**config.mk**
```make
export PLATFORM = sky130hd
export DESIGN_NAME = spidle_ctrl
export DESIGN_NICKNAME = d
export VERILOG_FILES = /design/src/rtl/spidle_pkg.sv /design/src/rtl/spidle_grant.sv /design/src/rtl/spidle_fs_catch.sv /design/src/rtl/spidle_wake.sv /design/src/rtl/spidle_ctrl.sv
export SDC_FILE = /design/constraint.sdc
export NUM_CORES = 1
export LEC_CHECK = 0
export ABC_CLOCK_PERIOD_IN_PS = 800
export BUFFER_PORTS_ARGS = -buffer_cell sky130_fd_sc_hd__buf_2
export CAP_MARGIN = 0
export CORE_AREA = 4 4 41 43
export CTS_BUF_LIST = sky130_fd_sc_hd__clkbuf_4 sky130_fd_sc_hd__clkbuf_8
export DETAILED_ROUTE_END_ITERATION = 6
export DIE_AREA = 0 0 45 47
export PLACE_DENSITY = 0.79
export SYNTH_ARGS = -nofsm -noshare
export SYNTH_HDL_FRONTEND = slang
export SYNTH_SLANG_ARGS = --single-unit
```
**constraint.sdc**
```tcl
create_clock -name clk -period 0.8 [get_ports clk]
set_clock_uncertainty 0.2 [all_clocks]
set_input_delay 0.04 -clock clk [delete_from_list [all_inputs] [get_ports clk]]
set_output_delay 0.04 -clock clk [all_outputs]
set_load 0.03 [all_outputs]
```
**src/rtl/spidle_pkg.sv**
```systemverilog
package spidle_pkg;
    localparam int NDIR      = 2;
    localparam int DIR_RX    = 0;
    localparam int DIR_TX    = 1;
    localparam int SYNC_MIN  = 2;

    typedef enum logic {
        SRC_IFC = 1'b0,
        SRC_EXT = 1'b1
    } clk_src_e;

    typedef struct packed {
        logic dis;
        logic srst;
        logic busy;
    } dir_state_t;

    // True when the clock the port is using will be stopped
    function automatic logic clk_will_stop(clk_src_e src, logic ifc_stop, logic fck_stop);
        return (src == SRC_IFC) ? ifc_stop : fck_stop;
    endfunction

    // Reset halts a direction at once; a disabled one must drain its frame
    function automatic logic dir_is_quiet(dir_state_t s);
        return s.srst | (s.dis & ~s.busy);
    endfunction
endpackage

```
**src/rtl/spidle_grant.sv**
```systemverilog
module spidle_grant
    import spidle_pkg::*;
#(
    parameter int ND = NDIR
) (
    input  logic                    clk,
    input  logic                    rst,
    input  logic                    idle_req,
    input  logic                    stopping,
    input  dir_state_t [ND-1:0]     st,
    input  logic [ND-1:0]           dma_pend,
    input  logic [ND-1:0]           irq_pend,
    input  logic [ND-1:0]           thr_pend,
    input  logic [ND-1:0]           thr_wake_en,
    input  logic [ND-1:0]           fs_out,
    input  logic                    gpio_mode,
    output logic                    idle_ack
);
    logic [ND-1:0] quiet;
    logic          work_clear;
    logic          dirs_ok;
    logic          grant;

    for (genvar d = 0; d < ND; d++) begin : g_quiet
        assign quiet[d] = dir_is_quiet(st[d]);
    end

    always_comb begin
        work_clear = ~(|dma_pend)
                   & (gpio_mode | ~(|irq_pend))
                   & ~(|(thr_pend & thr_wake_en));
        dirs_ok    = ~stopping | (&quiet);
        grant      = idle_req & work_clear & dirs_ok & ~(|fs_out);
    end

    always_ff @(posedge clk) begin
        if (rst) idle_ack <= 1'b0;
        else     idle_ack <= grant;
    end


    ack_drop_chk: assert property (@(posedge clk) disable iff (rst)
        !idle_req |=> !idle_ack);

    ack_dma_chk: assert property (@(posedge clk) disable iff (rst)
        (|dma_pend) |=> !idle_ack);

    ack_fsout_chk: assert property (@(posedge clk) disable iff (rst)
        (|fs_out) |=> !idle_ack);

    ack_gated_chk: assert property (@(posedge clk) disable iff (rst)
        (stopping && !(&quiet)) |=> !idle_ack);
endmodule

```
**src/rtl/spidle_fs_catch.sv**
```systemverilog
module spidle_fs_catch
    import spidle_pkg::*;
#(
    parameter int STAGES = SYNC_MIN
) (
    input  logic clk,
    input  logic rst,
    input  logic arm,
    input  logic fs_async,
    output logic seen
);
    localparam int SW = (STAGES < SYNC_MIN) ? SYNC_MIN : STAGES;

    logic          set_trig;
    logic          caught;
    logic [SW-1:0] sync_q;

    assign set_trig = fs_async & arm;

    // Set-only capture, works with no clock edge; cleared once idle ends
    always_ff @(posedge clk or posedge set_trig) begin
        if (set_trig)          caught <= 1'b1;
        else if (rst || !arm)  caught <= 1'b0;
    end

    always_ff @(posedge clk) begin
        if (rst) sync_q <= '0;
        else     sync_q <= {sync_q[SW-2:0], caught};
    end

    assign seen = sync_q[SW-1];
endmodule

```
**src/rtl/spidle_wake.sv**
```systemverilog
module spidle_wake
    import spidle_pkg::*;
#(
    parameter int ND     = NDIR,
    parameter int STAGES = SYNC_MIN
) (
    input  logic          clk,
    input  logic          rst,
    input  logic          in_idle,
    input  logic          stopping,
    input  logic          fck_stop,
    input  logic          gpio_mode,
    input  logic [ND-1:0] fs_out,
    input  logic [ND-1:0] wake_fs_en,
    input  logic [ND-1:0] wake_serr_en,
    input  logic [ND-1:0] sync_err,
    input  logic [ND-1:0] fs_pulse,
    output logic          wake_req
);
    logic          allow;
    logic [ND-1:0] fs_seen;
    logic [ND-1:0] serr_hit;
    logic          ev_now;
    logic          ev_prev;

    assign allow = in_idle & ~stopping & ~gpio_mode;

    for (genvar d = 0; d < ND; d++) begin : g_src
        logic arm_d;
        assign arm_d       = allow & ~fs_out[d] & wake_fs_en[d];
        assign serr_hit[d] = allow & ~fs_out[d] & ~fck_stop
                           & wake_serr_en[d] & sync_err[d];
        spidle_fs_catch #(.STAGES(STAGES)) u_catch (
            .clk      (clk),
            .rst      (rst),
            .arm      (arm_d),
            .fs_async (fs_pulse[d]),
            .seen     (fs_seen[d])
        );
    end

    assign ev_now = (|fs_seen) | (|serr_hit);

    always_ff @(posedge clk) begin
        if (rst) begin
            ev_prev  <= 1'b0;
            wake_req <= 1'b0;
        end else begin
            ev_prev  <= ev_now;
            wake_req <= ev_now & ~ev_prev;
        end
    end


    wake_pulse_chk: assert property (@(posedge clk) disable iff (rst)
        wake_req |=> !wake_req);

    wake_serr_chk: assert property (@(posedge clk) disable iff (rst)
        ((|serr_hit) && !ev_prev) |=> wake_req);
endmodule

```
**src/rtl/spidle_ctrl.sv**
```systemverilog
module spidle_ctrl
    import spidle_pkg::*;
#(
    parameter int ND     = NDIR,
    parameter int STAGES = SYNC_MIN
) (
    input  logic          clk,
    input  logic          rst,
    input  logic          idle_req,
    input  logic          hint_ifc_stop,
    input  logic          hint_fck_stop,
    input  logic          clk_src,
    input  logic [ND-1:0] dir_disable,
    input  logic [ND-1:0] dir_srst,
    input  logic [ND-1:0] dir_busy,
    input  logic [ND-1:0] dma_pend,
    input  logic [ND-1:0] irq_pend,
    input  logic [ND-1:0] thr_pend,
    input  logic [ND-1:0] thr_wake_en,
    input  logic [ND-1:0] fs_out,
    input  logic [ND-1:0] fs_pulse,
    input  logic [ND-1:0] sync_err,
    input  logic [ND-1:0] wake_fs_en,
    input  logic [ND-1:0] wake_serr_en,
    input  logic          gpio_mode,
    output logic          idle_ack,
    output logic          wake_req
);
    dir_state_t [ND-1:0] st;
    logic                stopping;
    logic                in_idle;

    for (genvar d = 0; d < ND; d++) begin : g_st
        assign st[d] = '{dis: dir_disable[d], srst: dir_srst[d], busy: dir_busy[d]};
    end

    assign stopping = clk_will_stop(clk_src_e'(clk_src), hint_ifc_stop, hint_fck_stop);
    assign in_idle  = idle_req & idle_ack;

    spidle_grant #(.ND(ND)) u_grant (
        .clk         (clk),
        .rst         (rst),
        .idle_req    (idle_req),
        .stopping    (stopping),
        .st          (st),
        .dma_pend    (dma_pend),
        .irq_pend    (irq_pend),
        .thr_pend    (thr_pend),
        .thr_wake_en (thr_wake_en),
        .fs_out      (fs_out),
        .gpio_mode   (gpio_mode),
        .idle_ack    (idle_ack)
    );

    spidle_wake #(.ND(ND), .STAGES(STAGES)) u_wake (
        .clk          (clk),
        .rst          (rst),
        .in_idle      (in_idle),
        .stopping     (stopping),
        .fck_stop     (hint_fck_stop),
        .gpio_mode    (gpio_mode),
        .fs_out       (fs_out),
        .wake_fs_en   (wake_fs_en),
        .wake_serr_en (wake_serr_en),
        .sync_err     (sync_err),
        .fs_pulse     (fs_pulse),
        .wake_req     (wake_req)
    );


    gpio_quiet_chk: assert property (@(posedge clk) disable iff (rst)
        (gpio_mode && $past(gpio_mode) && $past(gpio_mode, 2) && $past(gpio_mode, 3)
         && $past(rst, 3) == 1'b0) |-> !wake_req);
endmodule

```
# Word-level counts from Yosys, hierarchy flattened
# Index checks and enable logic that the tools add are counted.
[totals]
ff_bits = 9
[op_classes]
muxes = 1
bitwise = 41
n_reduce_logical = 11
[ops]
columns = ["op", "n"]
rows = [
  ["AND 1 bit", 23],
  ["NOT 1 bit", 12],
  ["OR reduction 2 bit", 6],
  ["OR 1 bit", 5],
  ["AND 2 bit", 1],
  ["zero test 1 bit", 2],
  ["logical OR 1 bit", 2],
  ["AND reduction 2 bit", 1],
  ["two-way mux 1 bit", 1],
]

# Depth between registers and ports, before layout
# Gate-level depths: netlist of run 1.
[depth]
word_depth = 11
depth_mapped = 3

# Cells and area by module
# From an unflattened synthesis of run 1, not the netlist that was laid out.
[unflattened]
hier_cells = 38
hier_area_um2 = 402.9
[by_module_without_submodules]
columns = ["module", "area_per_inst_um2", "seq_area_each_um2", "cells_each", "n_inst"]
rows = [
  ["spidle_fs_catch", 91.3, 66.3, 7, 2],
  ["spidle_wake", 106.4, 40.0, 12, 1],
  ["spidle_grant", 92.6, 20.0, 10, 1],
  ["spidle_ctrl", 21.3, 0.0, 2, 1],
]

# Least setup slack after synthesis of run 1
# OpenSTA, ideal clock, no wires.
[synth_timing]
kind = "reg2reg"
from = "register u_grant.idle_ack"
to = "register u_wake.wake_req"
required_time_ps = 521
t_arrival_ps = 1080
setup_ps = 79
stages_incl_launch_ff = 4
slack_ps = -559
path_cell_list = "dfxtp_1 > nand2_1 > a2111o_1 > a211oi_2"
[synth_between]
elab_chain_len = 10
[synth_rtl]
columns = ["element", "line_no", "text"]
rows = [
  ["start, declared", "spidle_grant.sv:17", "output logic idle_ack"],
  ["start signal, assigned", "spidle_grant.sv:38", "else idle_ack <= grant;"],
  ["AND 1 bit (*)", "spidle_ctrl.sv:38", "assign in_idle = idle_req & idle_ack;"],
  ["AND 1 bit (*) (2 in a row)", "spidle_wake.sv:26", "assign allow = in_idle & ~stopping & ~gpio_mode;"],
  ["AND 1 bit (2 in a row)", "spidle_wake.sv:31", "assign serr_hit[d] = allow & ~fs_out[d] & ~fck_stop"],
  ["AND 1 bit (2 in a row)", "spidle_wake.sv:32", "& wake_serr_en[d] & sync_err[d];"],
  ["OR reduction 2 bit (*)", "spidle_wake.sv:42", "assign ev_now = (|fs_seen) | (|serr_hit);"],
  ["OR 1 bit (*)", "spidle_wake.sv:42", ""],
  ["AND 1 bit (*)", "spidle_wake.sv:50", "wake_req <= ev_now & ~ev_prev;"],
  ["end signal, assigned", "spidle_wake.sv:50", ""],
  ["end, declared", "spidle_wake.sv:18", "output logic wake_req"],
]
# Every way passes the cells marked *; elsewhere a longest branch is shown, timed or not.
# A chain may end at the register's enable or synchronous reset.

# Worst setup path in the final report of run 1
# Ends and elaborated chain as after synthesis.

==> flow_metrics.env, run 1 <==
export IMPL_status="finished, violations left"
export IMPL_violations="hold timing, setup timing"
export IMPL_start_util_pct=30.5
export IMPL_ys_seq_area_share_pct=48.6
export IMPL_grt_pass1_wl_microns=1870
export IMPL_die_area_sq_um=2120
export IMPL_fillers=104
export IMPL_drc=0
export IMPL_grt_use_total_pct=12.5
export IMPL_wl_met2_microns=634
export IMPL_worstPathMaxFanout=2
export IMPL_hold_viol_final=11
export IMPL_final_util_pct=59.2
export IMPL_setup_ws_ns=-0.393
export IMPL_grt_setup_unrepaired="yes"
export IMPL_nets=115
export IMPL_antenna_found_initial=0
export IMPL_final_seq_area_sq_um=196
export IMPL_timing_final_crit_share_pct=149
export IMPL_grt_max_degree=6
export IMPL_netlist_instances=36
export IMPL_clk_latency_ns=0.25
export IMPL_drt_initial_drc_count=1
export IMPL_cap_violations=0
export IMPL_yosysTopAreaCellShare_pct=35.3
export IMPL_ys_ff_latch=9
export IMPL_drtAntennaViolNets=0
export IMPL_synthesis_area_sq_um=397
export IMPL_slew_headroom_pct=85.4
export IMPL_pin_count=33
export IMPL_gp_congestion=0.654
export IMPL_drive_above_1_share_pct=65.1
export IMPL_path_class="flop to flop"
export IMPL_powerDensity_nw_per_um2=1280
export IMPL_cts_buffers_inserted=3
export IMPL_setup_viol=9
export IMPL_period_needed_ns=1.19
export IMPL_rows=13
export IMPL_fp_dieW_microns=45
export IMPL_grt_overflow=0
export IMPL_start_kind="flop"
export IMPL_layout_cells_non_filler=98
export IMPL_multiInputGateArea_sq_um=240
export IMPL_worst_hold_slack_ns=-0.292
export IMPL_critPathRequiredTime_ns=0.77
export IMPL_synth_fp_nets=67
export IMPL_yosysWarnings=0
export IMPL_clk_pin_slew_worst_paths_ns=0.06
export IMPL_drt_met1_wl_microns=401
export IMPL_synth_area_leaders="dfxtp_1 (35%), dfstp_2 (13%), nor2b_1 (9.5%), nand4b_1 (6.6%), nand4bb_1 (5.7%)"
export IMPL_drv_slew=0
export IMPL_htreeDepth=1
export IMPL_ir_drop_mv=0.888
export IMPL_avgSynthCellArea_sq_um=11.0
export IMPL_dr_pass1_iters=2
export IMPL_viasPerCell=4.71
export IMPL_clock_fmax_mhz=838
export IMPL_die_h_microns=47
export IMPL_place_inst=89
export IMPL_cp_end_kind="flop"
export IMPL_clock_root_buffer="clkbuf_4"
export IMPL_leakage_nw=0.343
export IMPL_antenna_cells=0
export IMPL_wl_per_cell_microns=11.9
export IMPL_cts_buffer_depth=2
export IMPL_dr_total_vias=462
export IMPL_cts_tree="done"
export IMPL_r2r_slack_ns=-0.39
export IMPL_top_layer="met4"
export IMPL_placed_cell_area_sq_um=633
export IMPL_finalSetupTns_ns=-1.92
export IMPL_r2r_start="u_grant.idle_ack$_SDFF_PP0_"
export IMPL_syn_to_final_growth_pct=94.3
export IMPL_fin_area_sq_um=771
export IMPL_dp_hpwl_microns=802
export IMPL_cp_arrival_ns=1.16
export IMPL_port_buffers=32
export IMPL_rr_worst_depth=3
export IMPL_routed_wl_microns=1160
export IMPL_netlist_top_cell_by_area="dfxtp_1"
export IMPL_worst_r2r_endpoint="u_wake.wake_req$_SDFF_PP0_"
export IMPL_synth_cell_types=17
export IMPL_tightest_slew_ns=0.218
export IMPL_wl_met3_microns=115
export IMPL_clock_sinks=9
export IMPL_fp_coreArea_sq_um=1300
export IMPL_ctsHoldBuffers=4
export IMPL_hp_class="input port to async pin"
export IMPL_grt_pass1_vias=469
## metal layers
layer | up-vias | track usage, %
li1 | 234 | -
met1 | 204 | 12.2
met2 | 22 | 23.7
met3 | 2 | 4.21
met4 | 0 | 5.26
met5 | - | 0
## cells in the final DEF, fill, tap and decap left out, drive strengths merged
cell	Yosys	routed
nor4	1	1
nor2	2	2
nand4bb	2	2
dfstp	2	2
dlygate4sd3	0	4
and4b	2	2
a2111o	1	1
dfxtp	7	7
nand4b	3	3
nor3	1	1
o22ai	1	1
mux2	1	1
o21ai	1	1
a211oi	2	2
a21oi	1	1
clkbuf	0	4
nor2b	6	6
buf	0	39
nand2	3	3
## worst max path at each step
| stage | start | endpoint | slack (ns) | cells after the start |
|---|---|---|---|---|
| after CTS | u_grant.idle_ack$_SDFF_PP0_ | u_wake.wake_req$_SDFF_PP0_ | -0.37 | 3 |
| after detailed placement | clk_src | u_wake.g_src[1].u_catch.caught$_DFFE_PP1P_ | -0.49 | 5 |
| after floorplan | u_grant.idle_ack$_SDFF_PP0_ | u_wake.wake_req$_SDFF_PP0_ | -0.39 | 3 |
| final | u_grant.idle_ack$_SDFF_PP0_ | u_wake.wake_req$_SDFF_PP0_ | -0.39 | 3 |
| after global routing | u_grant.idle_ack$_SDFF_PP0_ | u_wake.wake_req$_SDFF_PP0_ | -0.42 | 3 |
| after global placement | clk_src | u_wake.wake_req$_SDFF_PP0_ | -0.47 | 4 |
## power by group
part | leakage, nW | switching, mW | total, mW | internal [mW]
registers | 0.0774 | 0.000177 | 0.447 | 0.446
clock network | 0.0184 | 0.137 | 0.362 | 0.225
logic | 0.248 | 0.0615 | 0.176 | 0.114
total | 0.343 | 0.199 | 0.985 | 0.786
## metrics by stage
step,power (mW),setup slack (ns)
floorplan,0.487,-0.395
global placement,0.591,-0.469
detailed placement,0.595,-0.489
CTS,0.986,-0.375
global route,1.06,-0.419
finish,0.985,-0.393
## worst max-delay path: stages, from the launching register on
cell      delay (ns)
dfxtp_4         0.35
nand2_2         0.06
a2111o_1        0.33
a211oi_2        0.18
## layout make-up
| class | instances | share of cell area, % |
|---|---|---|
| clock buffer | 4 | 3.90 |
| sequential | 9 | 25.5 |
| timing repair buffer | 43 | 37.0 |
| tap | 15 | 2.44 |
| multi-input combinational | 27 | 31.2 |
## cell families (layout without fill, tap and decap cells)
logic type	after synthesis	count (layout)	synth area share, %
DFF	9	9	48.6
and+or+nand+nor	20	20	35.7
AOI/OAI and AO/OA	6	6	12.0
buffers and inverters	0	47	0
muxes	1	1	3.78
## what timing repair did
| action | 4_1_cts | 5_1_grt |
|---|---|---|
| cloned | 0 | 0 |
| pin swaps | 4 | 3 |
| endpoints found under the hold margin | 11 | 11 |
| buffers inserted | 0 | 1 |
| resized for setup | 8 | 7 |
| setup endpoints to repair | 9 | 10 |
## flip-flops by register name (all words and copies together) (netlist names)
signal	flops
u_grant.idle_ack	1
u_wake.ev_prev	1
u_wake.g_src.u_catch.caught	2
u_wake.g_src.u_catch.sync_q	4
u_wake.wake_req	1
## Yosys cell counts
library cell,number
mux2_4,1
nor4_1,1
dfxtp_1,7
nand4b_1,3
a2111o_1,1
nor2b_1,6
nand2_1,3
nor3_2,1
o21ai_1,1
a21oi_1,1
nor2_1,2
o22ai_1,1
nand4bb_1,2
a211oi_1,1
and4b_1,2
dfstp_2,2
a211oi_2,1
Note: power is estimated with default switching activity, not from simulation.
==> inputs of run 2 (changes only) <==
- BUFFER_PORTS_ARGS: -buffer_cell sky130_fd_sc_hd__buf_2 -> default
- DONT_BUFFER_PORTS: default -> 1
- PLACE_DENSITY: 0.79 -> 0.57
==> run 2 against run 1 <==
- the run still ends with hold timing, setup timing left
- die area unchanged
- utilization down 15 points
- power down 14%
- cell count shrank 34%
- critical path depth is the same
- global-route usage down 2.6 points
- register-to-register slack about the same
- sequential share of layout area up 8.9 points
- hold slack worse by 0.20 ns
- non-clock buffer count down 33
- count of clock-buffer cells in the layout decreased by 1
- worst setup slack better by 0.0063 ns
- critical path type unchanged
- critical endpoint unchanged
- largest cell class is now multi-input gates
==> flow_metrics.env, run 2 (synthesis gave the netlist of run 1 again) <==
export IMPL_status="finished, violations left"
export IMPL_violations="hold timing, setup timing"
export IMPL_hp_class="input port to async pin"
export IMPL_gp_congestion=0.700
export IMPL_drv_slew=0
export IMPL_path_delay_family="compound AO/OA/AOI/OAI gates"
export IMPL_ctsHoldBuffers=4
export IMPL_cap_violations=0
export IMPL_cp_slowest_cell="dfxtp_4"
export IMPL_dp_hpwl_microns=763
export IMPL_cp_end_kind="flop"
export IMPL_worst_hold_slack_ns=-0.489
export IMPL_fin_area_sq_um=572
export IMPL_clock_root_buffer="clkbuf_4"
export IMPL_setup_viol=8
export IMPL_path_class="flop to flop"
export IMPL_cp_arrival_ns=1.17
export IMPL_clk_latency_ns=0.26
export IMPL_worst_r2r_endpoint="u_wake.wake_req$_SDFF_PP0_"
export IMPL_clock_sinks=9
export IMPL_wl_per_cell_microns=14.3
export IMPL_hold_viol_final=11
export IMPL_die_h_microns=47
export IMPL_path_cells="nand2_4 -> a2111o_1 -> a211oi_2"
export IMPL_drc=0
export IMPL_drive_above_1_share_pct=40.0
export IMPL_setup_ws_ns=-0.387
export IMPL_viasPerCell=5.42
export IMPL_slew_headroom_pct=79.8
export IMPL_cts_buffer_depth=2
export IMPL_cts_tree="done"
export IMPL_period_needed_ns=1.19
export IMPL_final_cell_mix="dfxtp_1 (6), nor2b_1 (4), dlygate4sd3_1 (4)"
export IMPL_powerDensity_nw_per_um2=1490
export IMPL_clock_fmax_mhz=843
export IMPL_syn_to_final_growth_pct=44.2
export IMPL_start_util_pct=30.5
export IMPL_grt_max_degree=8
export IMPL_tightest_slew_ns=0.303
export IMPL_top_regs="u_wake.g_src.u_catch.sync_q: 4 flops, u_wake.g_src.u_catch.caught: 2 flops"
export IMPL_max_stage_delay_ns=0.36
export IMPL_antenna_found_initial=0
export IMPL_path_buf_inv=0
export IMPL_port_buffers=0
export IMPL_final_util_pct=43.9
export IMPL_rr_worst_depth=3
export IMPL_grt_overflow=0
export IMPL_worstPathMaxFanout=2
export IMPL_leakage_nw=0.212
export IMPL_largest_register_ffs=4
export IMPL_grt_use_total_pct=9.85
export IMPL_cts_buffers_inserted=3
export IMPL_grt_pass1_vias=361
export IMPL_routed_wl_microns=931
export IMPL_placed_cell_area_sq_um=450
export IMPL_timing_final_crit_share_pct=148
export IMPL_die_area_sq_um=2120
export IMPL_ir_drop_mv=0.793
export IMPL_grt_setup_unrepaired="yes"
export IMPL_fp_dieW_microns=45
export IMPL_grt_pass1_wl_microns=1440
export IMPL_final_common_cell="dfxtp_1"
export IMPL_drt_initial_drc_count=0
export IMPL_r2r_slack_ns=-0.39
export IMPL_rows=13
export IMPL_pin_count=33
export IMPL_dr_pass1_iters=1
export IMPL_largest_register="u_wake.g_src.u_catch.sync_q"
export IMPL_htreeDepth=1
export IMPL_critPathRequiredTime_ns=0.78
export IMPL_antenna_cells=0
export IMPL_start_kind="flop"
export IMPL_nets=82
export IMPL_r2r_start="u_grant.idle_ack$_SDFF_PP0_"
export IMPL_drtAntennaViolNets=0
export IMPL_clk_pin_slew_worst_paths_ns=0.07
export IMPL_fp_coreArea_sq_um=1300
export IMPL_dr_total_vias=352
[run 2: where the power goes]
group,internal [mW],leakage (nW),switching [mW]
clock network,0.184,0.0177,0.162
registers,0.446,0.0774,0.000193
logic,0.0419,0.117,0.0155
total,0.672,0.212,0.178
[run 2: worst max-delay path by stage]
stage	start	to	slack (ns)	depth (start not counted)
floorplan	u_grant.idle_ack$_SDFF_PP0_	u_wake.wake_req$_SDFF_PP0_	-0.39	3
global placement	clk_src	u_wake.wake_req$_SDFF_PP0_	-0.35	3
detailed placement	clk_src	u_wake.g_src[1].u_catch.caught$_DFFE_PP1P_	-0.37	4
CTS	u_grant.idle_ack$_SDFF_PP0_	u_wake.wake_req$_SDFF_PP0_	-0.39	3
global route	u_grant.idle_ack$_SDFF_PP0_	u_wake.wake_req$_SDFF_PP0_	-0.43	3
finish	u_grant.idle_ack$_SDFF_PP0_	u_wake.wake_req$_SDFF_PP0_	-0.39	3
[run 2: routing by layer]
layer | GRT usage (%) | part of all wire, % | vias to the layer above
met1 | 9.70 | 36 | 161
met2 | 15.3 | 48 | 23
met4 | 5.26 | 1.3 | 0
met5 | 0 | 0 | -
li1 | - | - | 166
met3 | 7.28 | 14 | 2
[run 2: cell type report]
| type | count | area [sq um] |
|---|---|---|
| tap | 15 | 18.8 |
| sequential | 9 | 196 |
| multi-input combinational | 27 | 233 |
| fill | 131 | 729 |
| clock buffer | 3 | 22.5 |
| clock inverter | 1 | 5.00 |
| timing repair buffer | 10 | 96.3 |
[run 2: repair_timing]
item	in CTS	in global routing
pin swaps	3	0
endpoints found under the hold margin	11	11
resized for setup	6	2
cloned	0	0
setup endpoints to repair	8	8
buffers inserted	1	2
[run 2: per-stage QoR]
| step | TNS [ns] | instances | hold WS (ns) | power [mW] | worst slack [ns] |
|---|---|---|---|---|---|
| floorplan | -1.45 | 36 | -0.239 | 0.487 | -0.395 |
| global placement | -1.70 | 54 | -0.231 | 0.495 | -0.349 |
| detailed placement | -1.80 | 54 | -0.227 | 0.496 | -0.366 |
| CTS | -2.03 | 63 | -0.494 | 0.867 | -0.388 |
| global route | -2.43 | 65 | -0.498 | 0.887 | -0.427 |
| finish | -2.20 | 65 | -0.489 | 0.850 | -0.387 |
